==> config.mk <==
export PLATFORM = sky130hd
export DESIGN_NAME = despread_correlator
export DESIGN_NICKNAME = d
export VERILOG_FILES = /design/src/rtl/dsc_pkg.sv /design/src/rtl/dsc_weight.sv /design/src/rtl/dsc_chip_counter.sv /design/src/rtl/dsc_accum.sv /design/src/rtl/despread_correlator.sv
export SDC_FILE = /design/constraint.sdc
export NUM_CORES = 1
export LEC_CHECK = 0
export CAP_MARGIN = 20
export CORE_ASPECT_RATIO = 1.4
export CORE_MARGIN = 4
export CORE_UTILIZATION = 50
export DETAILED_ROUTE_END_ITERATION = 10
export DONT_BUFFER_PORTS = 1
export PLACE_DENSITY = 0.66
export SYNTH_ARGS = -nofsm -noshare
export SYNTH_HDL_FRONTEND = slang
export SYNTH_HIERARCHICAL = 1
export SYNTH_SLANG_ARGS = --single-unit
export TNS_END_PERCENT = 5
==> constraint.sdc <==
create_clock -name clk -period 3.4 [get_ports clk]
set_clock_uncertainty 0.1 [all_clocks]
set_input_delay 0.68 -clock clk [delete_from_list [all_inputs] [get_ports clk]]
set_output_delay 0.68 -clock clk [all_outputs]
set_load 0.01 [all_outputs]
==> src/rtl/dsc_pkg.sv <==
package dsc_pkg;
   localparam int DSC_SAMPLE_W = 12;
   localparam int DSC_SUM_W    = 32;
   localparam int DSC_CHIPS    = 1023;

   typedef enum logic {
      CHIP_ADD = 1'b0,
      CHIP_SUB = 1'b1
   } chip_pol_e;
endpackage

==> src/rtl/dsc_weight.sv <==
// Weights one sample by the current chip: sign-extend, then pass or negate.
module dsc_weight
   import dsc_pkg::*;
#(
   parameter int SAMPLE_W = DSC_SAMPLE_W,
   parameter int SUM_W    = DSC_SUM_W
) (
   input  logic                smp_valid,
   input  logic [SAMPLE_W-1:0] smp,
   input  logic                chip,
   output logic [SUM_W-1:0]    term
);
   localparam int EXT_W = SUM_W - SAMPLE_W;

   logic [SUM_W-1:0] ext;

   generate
      if (SAMPLE_W > SUM_W) begin : g_bad_width
         $error("dsc_weight: SAMPLE_W must not exceed SUM_W");
      end
      if (SAMPLE_W < 2) begin : g_bad_sample
         $error("dsc_weight: SAMPLE_W must be at least 2");
      end
      if (EXT_W > 0) begin : g_extend
         assign ext = {{EXT_W{smp[SAMPLE_W-1]}}, smp};
      end else begin : g_direct
         assign ext = smp[SUM_W-1:0];
      end
   endgenerate

   chip_pol_e pol;
   assign pol = chip_pol_e'(chip);

   always_comb begin
      if (!smp_valid) begin
         term = '0;
      end else if (pol == CHIP_SUB) begin
         term = (~ext) + SUM_W'(1);
      end else begin
         term = ext;
      end
   end
endmodule

==> src/rtl/dsc_chip_counter.sv <==
// Counts chip-advance pulses and flags the one that closes a window.
module dsc_chip_counter
   import dsc_pkg::*;
#(
   parameter int CHIPS = DSC_CHIPS
) (
   input  logic clk,
   input  logic rst_n,
   input  logic sync,
   input  logic adv,
   output logic window_end
);
   localparam int CNT_W = (CHIPS > 1) ? $clog2(CHIPS) : 1;
   localparam logic [CNT_W-1:0] LAST = CNT_W'(CHIPS - 1);

   generate
      if (CHIPS < 2) begin : g_bad_chips
         $error("dsc_chip_counter: CHIPS must be at least 2");
      end
   endgenerate

   logic [CNT_W-1:0] cnt;

   assign window_end = adv && !sync && (cnt == LAST);

   always_ff @(posedge clk or negedge rst_n) begin
      if (!rst_n) begin
         cnt <= '0;
      end else if (sync || window_end) begin
         cnt <= '0;
      end else if (adv) begin
         cnt <= cnt + CNT_W'(1);
      end
   end
endmodule

==> src/rtl/dsc_accum.sv <==
// Running sum with dump-and-clear and a held result register.
module dsc_accum
   import dsc_pkg::*;
#(
   parameter int SUM_W = DSC_SUM_W
) (
   input  logic             clk,
   input  logic             rst_n,
   input  logic             sync,
   input  logic             dump,
   input  logic [SUM_W-1:0] term,
   output logic [SUM_W-1:0] result,
   output logic             result_valid
);
   logic [SUM_W-1:0] sum;
   logic [SUM_W-1:0] sum_next;

   assign sum_next = sum + term;

   always_ff @(posedge clk or negedge rst_n) begin
      if (!rst_n) begin
         sum          <= '0;
         result       <= '0;
         result_valid <= 1'b0;
      end else begin
         result_valid <= 1'b0;
         if (sync) begin
            sum <= '0;
         end else if (dump) begin
            sum          <= '0;
            result       <= sum_next;
            result_valid <= 1'b1;
         end else begin
            sum <= sum_next;
         end
      end
   end
endmodule

==> src/rtl/despread_correlator.sv <==
module despread_correlator
   import dsc_pkg::*;
#(
   parameter int SAMPLE_W = DSC_SAMPLE_W,
   parameter int SUM_W    = DSC_SUM_W,
   parameter int CHIPS    = DSC_CHIPS
) (
   input  logic                clk,
   input  logic                rst_n,
   input  logic                sync_i,
   input  logic                smp_valid_i,
   input  logic [SAMPLE_W-1:0] smp_i,
   input  logic                chip_i,
   input  logic                chip_adv_i,
   output logic [SUM_W-1:0]    corr_o,
   output logic                corr_valid_o
);
   logic [SUM_W-1:0] term;
   logic             window_end;

   dsc_weight #(
      .SAMPLE_W (SAMPLE_W),
      .SUM_W    (SUM_W)
   ) u_weight (
      .smp_valid (smp_valid_i),
      .smp       (smp_i),
      .chip      (chip_i),
      .term      (term)
   );

   dsc_chip_counter #(
      .CHIPS (CHIPS)
   ) u_count (
      .clk        (clk),
      .rst_n      (rst_n),
      .sync       (sync_i),
      .adv        (chip_adv_i),
      .window_end (window_end)
   );

   dsc_accum #(
      .SUM_W (SUM_W)
   ) u_accum (
      .clk          (clk),
      .rst_n        (rst_n),
      .sync         (sync_i),
      .dump         (window_end),
      .term         (term),
      .result       (corr_o),
      .result_valid (corr_valid_o)
   );
endmodule

==> results.md <==
- Die H: ~130 um
- Synth top area share: between 30% and 40%
- Most used routing layer: met2
- Clock Path Buffers: 2
- Vias per cell: 5.92
- Peak Freq: about 280 MHz
- DRT Pass-1 Iters: 5
- Pre-CTS setup slack: -0.724 ns
- Cells after Synth: approximately 600
- CTS Sinks: 75
- Fill count: 780
- Clock Pin Slew Worst Setup and Hold Paths: around 0.070 ns
- Layout area overhead: 34.8%
- Gpl congestion: between 1 and 1.5
- Slew @ Worst Pin: 0.697 ns
- H-tree depth: 3
- Async SR Flop Fraction: 100%
- GR Layer Usage met3: around 4%
- Reg2reg end: u_accum/result[26]
- CTS tree: built
- Synth cell types: 65
- Clk Latency, worst-skew pair: 0.35 ns
- Diodes inserted: 0
- I/O pins: 51
- IO buf count: 0
- Root Buffer: clkbuf_16
- Syn Area/Cell: 8.51 um^2
- Syn nets: 673
- DRC: 0
- Initial core utilization: 52.0%
- Critical Path Start Type: primary input
- Failing checks: negative setup slack
- GRT Total Usage: 26.2%
- Core ar.: 10,100 um^2
- Via Count: between 5,000 and 6,000
- DRT Wirelength: 15,700 um
- Hold Fails Final Rpt: 0
- Final instance area: 7050 um^2
- PD cells: between 400 and 500 nW/um^2
- Post-synth top area cell: dfrtp_1
- Fin crit share: 106%
- RSZ-0062 raised after global routing: true
- Multi-input logic area: 3580 um^2
- Initial antenna violation count: 0
- Max-cap viol count: 0
- Storage element area: 1880 um^2
- WL/cell: between 15 and 20 um
- Worst setup margin: -0.214 ns
- DRT iter0 DRCs: 284
- Setup-failing EPs final: 33
- Site Rows: 43
- Met2 Usage GRT: between 40% and 50%
- Fin util: 70.1%
- CP Capture Type: flip-flop
- Die Width: 94.5 um
- Commonest non-fill, non-tap cell in the layout: buf_4
- Post-route minimum period: 3.61 ns
- Met1 global-route usage: between 20 and 30%
- Worst Hold Class: in2async
- Largest net degree at the start of global routing: 76
- Share of cells above drive strength 1: 31.4%
- Count of flip-flops with a built-in enable after synthesis: 0
- Area contributors post-synth: dfrtp_1 36%, ha_1 9.3%, a21oi_1 5.4%
- First-pass GRT wire length: between 20,000 and 25,000 um
- Slew HR: 53.5%
- Ys flop type: dfrtp_1
- Worst Reg2Reg Path Length in Cells: 10
- Register area share after synthesis: a little over a third
- CP arrival: approximately 3.7 ns
- Antenna-violating nets left: 0
- Most frequent cells in the layout: 133 x buf_4, 75 x dfrtp_1, 73 x nand2_1
- Die footprint: ~12,000 um^2
- Max-slew violation count: 0
- Placed cell area: 6210 um^2
- Critical path class: in2reg
- Critical path fanouts, max: 5
- Mapped Area: 5240 um^2
- Nets: 786
- Yosys Warn Count: 6
- Peak VDD IR: 0.000313 V
- Final HPWL DP: between 10,000 and 15,000 um
- Register-to-Register Setup Slack: 0.53 ns
- Total grt overflow: 0
- Synthesized flop and latch total: 75
- Hold slack: roughly 0.11 ns
- Outcome: finished, violations left
- CTS Buf Count: 9
- Leakage: 0.00330 uW
- Reg2Reg Launch Point: u_accum/sum[0]
- CP required: approximately 3.5 ns
- Vias in the first global route: 5,358
-- critical path, stage by stage --
cell	delay [ns]
or4_4	0.59
buf_4	0.18
or4_1	0.50
nand4_1	0.18
ha_4	0.25
buf_4	0.13
nand2_1	0.07
nor2_1	0.07
a21boi_1	0.15
a211o_4	0.37
a211oi_2	0.22
xor2_1	0.26
o21ai_1	0.09
-- area by class of cell --
class                   count  share of cell area, %
clock buffers               9                   3.19
clock inverters             7                  0.976
inverters                  24                   1.28
multi-input cells         482                   50.7
flip-flops and latches     75                   26.6
well taps                 135                   2.39
repair buffers            136                   14.9
-- per-layer routing --
metal	vias to the layer above	wire [um]
met4	0	717
met2	158	8340
met5	-	0
met1	2494	5920
met3	56	671
li1	2433	-
-- what timing repair did --
item | in CTS | in global routing
hold buffers | 1 | 0
buffers inserted | 6 | 2
endpoints found under the setup margin | 39 | 40
resized for setup | 60 | 22
hold endpoints to repair | 75 | 0
pin swaps | 47 | 21
-- state kept, by name (all words and copies together), names as in the netlist --
name and cells:
u_accum/result_valid 1, u_count/cnt 10, u_accum/result 32, u_accum/sum 32
-- power by group --
| part | internal (uW) | switching [uW] | total (uW) | leakage [uW] |
|---|---|---|---|---|
| clock | 517 | 431 | 949 | 0.000146 |
| combinational | 637 | 663 | 1300 | 0.00213 |
| sequential | 970 | 49.2 | 1020 | 0.00102 |
-- logic make-up after synthesis --
family	after synthesis	synth area share, %
AOI/OAI and AO/OA	176	21.9
xor gates and xnor gates	32	5.35
adders and majority gates	40	9.70
buffers and inverters	58	4.92
DFF	75	35.9
muxes	6	1.15
and+or+nand+nor	228	21.2
-- stage by stage --
step / cells / total power, uW / setup TNS, ns
global placement: 843 / 2070 / -23.32
floorplan: 615 / 1650 / -10.13
CTS: 866 / 3200 / -1.75
detailed placement: 843 / 2090 / -23.98
global route: 868 / 3430 / -8.16
finish: 868 / 3270 / -3.96
-- how the worst max path moves through the flow --
stage	to	start	slack [ns]	depth (start not counted)
floorplan	u_accum/result[28]	smp_i[9]	-0.41	15
global placement	u_accum/result[19]	smp_i[9]	-0.73	14
detailed placement	u_accum/result[27]	smp_i[9]	-0.72	14
CTS	u_accum/result[26]	smp_i[2]	-0.13	14
global route	u_accum/result[26]	smp_i[5]	-0.31	13
finish	u_accum/result[26]	smp_i[5]	-0.21	13
-- Yosys cell counts, types with 3 or more instances --
cell type and instances:
a221oi_1 3, a21o_1 17, mux2i_1 6, a31oi_1 3
nor3_1 18, o21ai_0 33, nor2_1 60, nand4_1 17
a21oi_1 57, nor4_1 4, o21a_1 4, nor3b_1 3
o21ai_1 9, clkbuf_1 20, dfrtp_1 75, a211oi_1 4
nand3_1 8, o211ai_1 8, nand2_1 75, buf_4 4
ha_1 39, nand2b_1 7, o21bai_1 6, o41ai_1 3
a21boi_0 3, or3_1 6, and3_1 3, buf_2 8
o31ai_1 9, xnor2_1 13, inv_1 24, or4_1 4
xor2_1 19, and2_1 4
Note: power is estimated with default switching activity, not from simulation.
